[src/rtl/irq_select_pkg.sv]
package irq_select_pkg;

    typedef enum logic [1:0] {
        PRIV_USER  = 2'd0,
        PRIV_SUPER = 2'd1,
        PRIV_RSVD  = 2'd2,
        PRIV_MACH  = 2'd3
    } priv_e;

    typedef struct packed {
        logic m_open;
        logic s_open;
        logic hs_open;
    } gate_t;

endpackage

[src/rtl/irq_priv_gate.sv]
module irq_priv_gate
    import irq_select_pkg::*;
(
    input  logic [1:0] priv,
    input  logic       m_ie,
    input  logic       s_ie,
    input  logic       hs_s_ie,
    output gate_t      gate
);
    always_comb begin
        gate.m_open  = (priv != PRIV_MACH) || m_ie;
        gate.s_open  = (priv == PRIV_USER) || ((priv == PRIV_SUPER) && s_ie);
        gate.hs_open = (priv == PRIV_USER) || ((priv == PRIV_SUPER) && hs_s_ie);
    end
endmodule

[src/rtl/irq_lsb_pick.sv]
module irq_lsb_pick #(
    parameter int WIDTH = 16,
    localparam int IDX_W = (WIDTH > 1) ? $clog2(WIDTH) : 1
) (
    input  logic [WIDTH-1:0] vec,
    output logic             any,
    output logic [IDX_W-1:0] idx
);
    logic [WIDTH:0]   seen;
    logic [WIDTH-1:0] first;

    assign seen[0] = 1'b0;

    for (genvar g = 0; g < WIDTH; g++) begin : g_chain
        assign first[g]  = vec[g] & ~seen[g];
        assign seen[g+1] = seen[g] | vec[g];
    end

    assign any = seen[WIDTH];

    always_comb begin
        idx = '0;
        for (int i = 0; i < WIDTH; i++) begin
            if (first[i]) idx = idx | IDX_W'(i);
        end
    end
endmodule

[src/rtl/irq_cand_split.sv]
module irq_cand_split #(
    parameter int NUM_IRQ = 16,
    parameter int GUEST_SW = 2,
    parameter int GUEST_TM = 6,
    parameter int GUEST_EX = 10
) (
    input  logic [NUM_IRQ-1:0] irq_pend,
    input  logic [NUM_IRQ-1:0] irq_en,
    output logic [NUM_IRQ-1:0] host_set,
    output logic [NUM_IRQ-1:0] guest_set
);
    localparam logic [NUM_IRQ-1:0] GUEST_MASK =
        (NUM_IRQ'(1) << GUEST_SW) | (NUM_IRQ'(1) << GUEST_TM) | (NUM_IRQ'(1) << GUEST_EX);

    logic [NUM_IRQ-1:0] cand;

    always_comb begin
        cand      = irq_pend & irq_en;
        host_set  = cand & ~GUEST_MASK;
        guest_set = (cand & GUEST_MASK) >> 1;
    end
endmodule

[src/rtl/irq_select_top.sv]
module irq_select_top
    import irq_select_pkg::*;
#(
    parameter int NUM_IRQ = 16,
    parameter int GUEST_SW = 2,
    parameter int GUEST_TM = 6,
    parameter int GUEST_EX = 10,
    localparam int CAUSE_W = $clog2(NUM_IRQ)
) (
    input  logic               clk,
    input  logic               rst_n,
    input  logic [NUM_IRQ-1:0] irq_pend,
    input  logic [NUM_IRQ-1:0] irq_en,
    input  logic [NUM_IRQ-1:0] deleg,
    input  logic [1:0]         cur_priv,
    input  logic               m_ie,
    input  logic               s_ie,
    input  logic               virt_on,
    input  logic               hs_s_ie,
    output logic               take_o,
    output logic [CAUSE_W-1:0] cause_o,
    output logic               to_hyp_o
);
    typedef struct packed {
        logic               take;
        logic [CAUSE_W-1:0] cause;
        logic               to_hyp;
    } out_t;

    gate_t              gate;
    logic [NUM_IRQ-1:0] host_set;
    logic [NUM_IRQ-1:0] guest_set;
    logic [NUM_IRQ-1:0] hyp_pool;
    logic [NUM_IRQ-1:0] norm_pool;
    logic [NUM_IRQ-1:0] survivors;
    logic               hyp_any;
    logic               surv_any;
    logic [CAUSE_W-1:0] hyp_idx;
    logic [CAUSE_W-1:0] surv_idx;
    out_t               out_d;
    out_t               out_q;

    irq_priv_gate u_gate (
        .priv    (cur_priv),
        .m_ie    (m_ie),
        .s_ie    (s_ie),
        .hs_s_ie (hs_s_ie),
        .gate    (gate)
    );

    irq_cand_split #(
        .NUM_IRQ  (NUM_IRQ),
        .GUEST_SW (GUEST_SW),
        .GUEST_TM (GUEST_TM),
        .GUEST_EX (GUEST_EX)
    ) u_split (
        .irq_pend  (irq_pend),
        .irq_en    (irq_en),
        .host_set  (host_set),
        .guest_set (guest_set)
    );

    always_comb begin
        hyp_pool  = (virt_on && gate.hs_open) ? host_set : '0;
        norm_pool = virt_on ? guest_set : host_set;
        survivors = (norm_pool & ~deleg & {NUM_IRQ{gate.m_open}})
                  | (norm_pool &  deleg & {NUM_IRQ{gate.s_open}});
    end

    irq_lsb_pick #(.WIDTH(NUM_IRQ)) u_pick_hyp (
        .vec (hyp_pool),
        .any (hyp_any),
        .idx (hyp_idx)
    );

    irq_lsb_pick #(.WIDTH(NUM_IRQ)) u_pick_norm (
        .vec (survivors),
        .any (surv_any),
        .idx (surv_idx)
    );

    always_comb begin
        out_d = '0;
        if (hyp_any) begin
            out_d.take   = 1'b1;
            out_d.cause  = hyp_idx;
            out_d.to_hyp = 1'b1;
        end else if (surv_any) begin
            out_d.take   = 1'b1;
            out_d.cause  = surv_idx;
        end
    end

    always_ff @(posedge clk) begin
        if (!rst_n) out_q <= '0;
        else        out_q <= out_d;
    end

    assign take_o   = out_q.take;
    assign cause_o  = out_q.cause;
    assign to_hyp_o = out_q.to_hyp;
endmodule

[config.mk]
export PLATFORM = sky130hd
export DESIGN_NAME = irq_select_top
export DESIGN_NICKNAME = d
export VERILOG_FILES = /design/src/rtl/irq_select_pkg.sv /design/src/rtl/irq_priv_gate.sv /design/src/rtl/irq_lsb_pick.sv /design/src/rtl/irq_cand_split.sv /design/src/rtl/irq_select_top.sv
export SDC_FILE = /design/constraint.sdc
export NUM_CORES = 1
export LEC_CHECK = 0
export ABC_AREA = 0
export BUFFER_PORTS_ARGS = -buffer_cell sky130_fd_sc_hd__buf_4
export CAP_MARGIN = 20
export CORE_AREA = 2 2 60 62
export CTS_BUF_LIST = sky130_fd_sc_hd__clkbuf_2
export DETAILED_ROUTE_END_ITERATION = 16
export DIE_AREA = 0 0 62 64
export REMOVE_ABC_BUFFERS = 1
export SLEW_MARGIN = 20
export SYNTH_ARGS = -nofsm -noshare
export SYNTH_HDL_FRONTEND = slang
export SYNTH_SLANG_ARGS = --single-unit
[constraint.sdc]
create_clock -name clk -period 1.63 [get_ports clk]
set_input_delay 0.0815 -clock clk [delete_from_list [all_inputs] [get_ports clk]]
set_output_delay 0.0815 -clock clk [all_outputs]
set_load 0.1 [all_outputs]
==> flow_summary.json, run 1 <==
{
  "synthXorXnorAreaFrac_pct": 0,
  "grt_pass1_vias": 1216,
  "area_delta_synth_final_pct": 61.9,
  "ctsHoldBuffers": 0,
  "grt_pass1_wl_mm": 4.93,
  "worstPathCellList": "buf_4, and2b_1, buf_4, o21ai_0, nand3_1, nand4_1, nand4b_2, a311oi_2",
  "synthSimpleGateAreaFrac_pct": 37.9,
  "drtPass1Iterations": 4,
  "synth_compound_area_share_pct": 42.9,
  "synth_warnings": 0,
  "cp-end-kind": "flop",
  "slew-limit-headroom_pct": 73.0,
  "synth_seq_area_share_pct": 13.3,
  "die_h_um": 64,
  "synth_area_leaders": "dfxtp_1, nand2_1, nand3_1",
  "wl_per_cell_um": 12.4,
  "die_area_um2": 3970,
  "cp_top_family": "simple AND/OR/NAND/NOR gates",
  "ys_types": 40,
  "fin_area_um2": 1460,
  "path_common_cell": "buf_4",
  "pre_cts_ws_ns": -0.0774,
  "synth.cell_area_um2": 901,
  "rsz0062_at_grt": "false",
  "avgSynthCellArea_um2": 6.82,
  "fin_util_pct": 44.4,
  "status": "finished, final reports clean",
  "drt-total-wl_mm": 3.02,
  "p_leak_nw": 0.653,
  "coreArea_um2": 3280,
  "cts_buffers": 3,
  "rows": 21,
  "grt_max_degree": 18,
  "hp-class": "in -> reg",
  "final.min_clock_period_ns": 1.46,
  "synth_top_family_by_area": "compound AO/OA/AOI/OAI gates",
  "whs_ns": 0.125,
  "crit_required_ns": 1.77,
  "hold_path_startpoint": "rst_n",
  "postPlaceCellArea_um2": 1440,
  "synth_mux_area_share_pct": 0,
  "cp_slowest_cell": "and2b_1",
  "setup_viol": 0,
  "drc": 0,
  "worstMarginPinSlew_ns": 0.404,
  "post_cts_resized": 0,
  "maxCapViolCount": 0,
  "cts.sinks": 6,
  "max_stage_delay_ns": 0.33,
  "synth_enable_flop_cells": 0,
  "gp_congestion": 0.890,
  "post-synth-top-count-cell": "nand2_1",
  "initial_core_util_pct": 27.4,
  "synth_adder_area_share_pct": 0,
  "antenna_found_initial": 0,
  "synth-async-reset-ratio_pct": 0,
  "grt.overflow.total": 0,
  "irDropWorstVdd_mv": 0.135,
  "postCtsSetupRepairBufs": 0,
  "hold_violations": 0,
  "postRouteAntennaNets": 0,
  "dpl.hpwl_mm": 2.58,
  "yosys_register_bits": 6,
  "cts.htree.levels": 1,
  "cp.arrival_ns": 1.60,
  "critPathLaunch": "m_ie",
  "synth_top_area_share_pct": 13.3,
  "via_per_inst": 5.16,
  "num_vias": 1258,
  "nFillCells": 366,
  "final_layout_size_suffix_gt1_share_pct": 41.4,
  "die_w_um": 62,
  "timing.critical_path.buf_inv": 2,
  "synthFlopType": "dfxtp_1",
  "synth_commonest_cells": "nand2_1, nand3_1, o21ai_0",
  "startpoint_type": "primary input",
  "cts_buffer_depth": 2,
  "critical_path_class": "in -> reg",
  "p_per_area_nw_per_um2": 500,
  "worst_slack_ns": 0.170,
  "timing.fmax_mhz": 685,
  "drt_iter0_markers": 30,
  "grtUsageTotal_pct": 15.8,
  "port_buffers": 58,
  "period_share_pct": 89.6,
  "io_pins": 62,
  "syn_inst": 132,
  "synth.largest_area_cell": "dfxtp_1",
  "cts-root-buf": "clkbuf_2",
  "cp_max_fo": 6,
  "slew_viol_final": 0,
  "path_clk_slew_ns": 0.05,
  "diodes": 0,
  "cts_tree": "done",
  "finalNetCount": 256
}
==> metrics by stage <==
step	instances	setup TNS [ns]	total power, mW
global placement	241	-0.101	0.621
global route	244	0	0.782
CTS	244	0	0.733
detailed placement	241	-0.223	0.628
floorplan	127	0	0.427
finish	244	0	0.729
==> report_power, final <==
part / internal [mW] / switching [mW] / total (mW)
clock: 0.0497 / 0.0545 / 0.104
sequential: 0.161 / 0.00347 / 0.165
combinational: 0.193 / 0.267 / 0.460
==> cells by family after synthesis <==
family                 Yosys count
DFF                              6
AOI/OAI and AO/OA               55
and+or+nand+nor                 62
buffers and inverters            9
==> placed cells by master, fill, tap and decap left out, drive strengths merged <==
cell type and n:
buf 68, nand2 22, o21ai 19, nand3 15, a211oi 7, a21oi 6
dfxtp 6, a31oi 5, nor2 5, nand3b 4, and3 3, nand4 3
inv 3, clkbuf 3, a2111oi 2, o211ai 2, o21bai 2, o21a 2
and2 2, a41oi 2, nor2b 2, a21boi 2, or2 1, and2b 1
a32oi 1, nor3b 1, nand4b 1, nand2b 1, a311oi 1, nor3 1
clkinv 1, a221oi 1, o221ai 1, a22oi 1, o31ai 1
==> cell type report <==
type	count	area, µm²	share of cell area, %
flip-flops and latches	6	120	8.23
repair buffers	68	523	35.8
inverters	4	15.0	1.03
clock buffers	3	15.0	1.03
well taps	46	57.6	3.95
multi-input cells	117	728	49.9
==> layer usage <==
metal / global-route usage, % / part of all wire (%)
met5: 0 / 0
met3: 0.607 / 5.0
met1: 19.5 / 44
met2: 28.4 / 50
met4: 4.79 / 0.96
==> flip-flops by register name (all words and copies together), names as in the netlist <==
signal and cells:
cause_o 4, take_o 1, to_hyp_o 1
==> worst paths after layout <==
| kind | end | cells after the start | slack (ns) |
|---|---|---|---|
| setup / recovery | cause_o[2]$_SDFF_PN0_ | 8 | 0.17 |
| hold / removal | cause_o[0]$_SDFF_PN0_ | 3 | 0.13 |
Power figures use the tool's default switching activity.
==> run 2, diff against run 1 <==
--- a/config.mk
+++ b/config.mk
@@ -5,13 +5,14 @@
 export SDC_FILE = /design/constraint.sdc
 export NUM_CORES = 1
 export LEC_CHECK = 0
-export ABC_AREA = 0
+export ABC_AREA = 1
 export BUFFER_PORTS_ARGS = -buffer_cell sky130_fd_sc_hd__buf_4
 export CAP_MARGIN = 20
-export CORE_AREA = 2 2 60 62
+export CORE_AREA = 2 2 68 70
 export CTS_BUF_LIST = sky130_fd_sc_hd__clkbuf_2
 export DETAILED_ROUTE_END_ITERATION = 16
-export DIE_AREA = 0 0 62 64
+export DIE_AREA = 0 0 70 72
+export PLACE_DENSITY = 0.58
 export REMOVE_ABC_BUFFERS = 1
 export SLEW_MARGIN = 20
 export SYNTH_ARGS = -nofsm -noshare
==> run 2 against run 1 <==
  * Critical endpoint is now cause_o[3]$_SDFF_PN0_
  * Synthesized cell count up 65%
  * Largest cell class unchanged
  * Cell area up 16%
  * Count of clock-buffer cells in the layout unchanged
  * Final cell count up 36%
  * Sequential power up 4%
  * Via count up 16%
  * Die area up 27%
  * Combinational power up 23%
==> flow_summary.json, run 2 <==
{
  "die_area_um2": 5040,
  "cp_max_fo": 11,
  "p_int_mw": 0.426,
  "drt_iter0_markers": 42,
  "dpl.hpwl_mm": 2.87,
  "final_layout_size_suffix_gt1_share_pct": 34.5,
  "nFillCells": 492,
  "drtPass1Iterations": 4,
  "syn_inst": 218,
  "port_buffers": 58,
  "p_leak_nw": 0.989,
  "pwr-share-comb_pct": 67.7,
  "cts_buffers": 3,
  "num_vias": 1457,
  "diodes": 0,
  "initial_core_util_pct": 27.0,
  "pwr-share-seq_pct": 20.4,
  "cp.arrival_ns": 1.46,
  "fin_util_pct": 39.6,
  "coreArea_um2": 4260,
  "setup_viol": 0,
  "synth-async-reset-ratio_pct": 0,
  "area_delta_synth_final_pct": 46.5,
  "ctsHoldBuffers": 0,
  "postRouteAntennaNets": 0,
  "grtUsageTotal_pct": 13.5,
  "status": "finished, final reports clean",
  "die_h_um": 72,
  "wl_per_cell_um": 9.77,
  "synth.cell_area_um2": 1150,
  "io_pins": 62,
  "synth.largest_area_cell": "nand2_1",
  "synth_area_leaders": "nand2_1, inv_1, nor2_1",
  "grt_pass1_vias": 1409,
  "cts_buffer_depth": 2,
  "cts_tree": "done",
  "critical_path_class": "in -> reg",
  "multiInputGateArea_um2": 843,
  "cp-end-kind": "flop",
  "final.min_clock_period_ns": 1.34,
  "maxCapViolCount": 0,
  "grt_max_degree": 12,
  "rows": 24,
  "synth_seq_area_share_pct": 10.4,
  "final_common_cell": "nand2_1",
  "slew-limit-headroom_pct": 74.3,
  "fin_total_pwr_mw": 0.837,
  "drc": 0,
  "avgSynthCellArea_um2": 5.28,
  "startpoint_type": "primary input",
  "irDropWorstVdd_mv": 0.235,
  "grt.overflow.total": 0,
  "cts-root-buf": "clkbuf_2",
  "slew_viol_final": 0,
  "gp_congestion": 0.849,
  "antenna_found_initial": 0,
  "synth_warnings": 0,
  "seqCellArea_um2": 120,
  "fin_tns_setup_ns": 0,
  "drt-total-wl_mm": 3.25,
  "hp-class": "in -> reg",
  "hold_violations": 0,
  "final_cell_mix": "nand2_1, buf_4, inv_1",
  "largest_reg_flops": 4,
  "min_path_cells": 3,
  "worstMarginPinSlew_ns": 0.382,
  "crit_required_ns": 1.75,
  "period_share_pct": 82.3,
  "power.share.clock_pct": 11.9,
  "synth_top_area_share_pct": 22.8,
  "timing.fmax_mhz": 746,
  "grt_pass1_wl_mm": 5.66,
  "ys_types": 27,
  "swShare_pct": 49.2,
  "synth_commonest_cells": "nand2_1, inv_1, nor2_1",
  "synthFlopType": "dfxtp_1",
  "cts.sinks": 6,
  "synth_enable_flop_cells": 0,
  "path_clk_slew_ns": 0.05,
  "die_w_um": 70,
  "via_per_inst": 4.38,
  "p_per_area_nw_per_um2": 496,
  "post_cts_resized": 0,
  "cts.htree.levels": 1,
  "finalNetCount": 339,
  "post-synth-top-count-cell": "nand2_1",
  "rsz0062_at_grt": "false",
  "yosys_register_bits": 6,
  "power.switching_mw": 0.412,
  "postCtsSetupRepairBufs": 0
}
run 2: final timing paths:
path               startpoint                     to  slack [ns]
hold / removal          rst_n      take_o$_SDFF_PN0_        0.09
setup / recovery  cur_priv[0]  cause_o[3]$_SDFF_PN0_        0.29
run 2: cell type report:
type                       instances  share of cell area (%)
clock buffer                       3                   0.890
multi-input combinational        167                    50.0
inverter                          42                    9.35
sequential                         6                    7.12
timing repair buffer              63                    28.8
tap                               52                    3.86
run 2: kinds of logic (layout without fill, tap and decap cells):
family | count (synthesis) | in the layout | synth area share (%)
buf+inv | 45 | 108 | 16.3
simple gates | 155 | 155 | 67.2
flops | 6 | 6 | 10.4
compound gates | 12 | 12 | 6.09
run 2: metrics by stage:
step,cells,hold slack [ns],area (µm²),setup WS [ns]
after floorplan,215,0.186,1120,0.162
after global placement,330,0.333,1670,0.0609
after detailed placement,330,0.325,1670,0.0499
after CTS,333,0.0845,1690,0.293
after global routing,333,0.0969,1690,0.0369
final,333,0.0933,1690,0.289
run 2: routing by layer:
metal | up-vias | global-route usage (%) | routed length (µm)
met5 | - | 0 | 0
met4 | 0 | 5.34 | 72
met3 | 8 | 1.11 | 97
met2 | 29 | 25.4 | 1650
met1 | 623 | 15.8 | 1430
li1 | 797 | - | -
run 2: power by group through the flow:
stage                     registers [mW]  logic (mW)  clock network [mW]
after floorplan                    0.314       0.224                   0
after global placement             0.174       0.564                   0
after detailed placement           0.174       0.568                   0
after CTS                          0.171       0.569               0.106
after global routing               0.174       0.625               0.112
final                              0.171       0.566              0.0999
run 2: worst max-delay path: stages:
cell,delay [ns]
buf_4,0.11
inv_2,0.03
nor2_2,0.08
nor2_2,0.05
buf_12,0.14
nand2_1,0.15
nand4_4,0.14
nor2_4,0.12
nand4_2,0.11
nor2_2,0.16
nand2_2,0.08
inv_2,0.07
nand2_1,0.06
nand2_1,0.05
inv_1,0.03
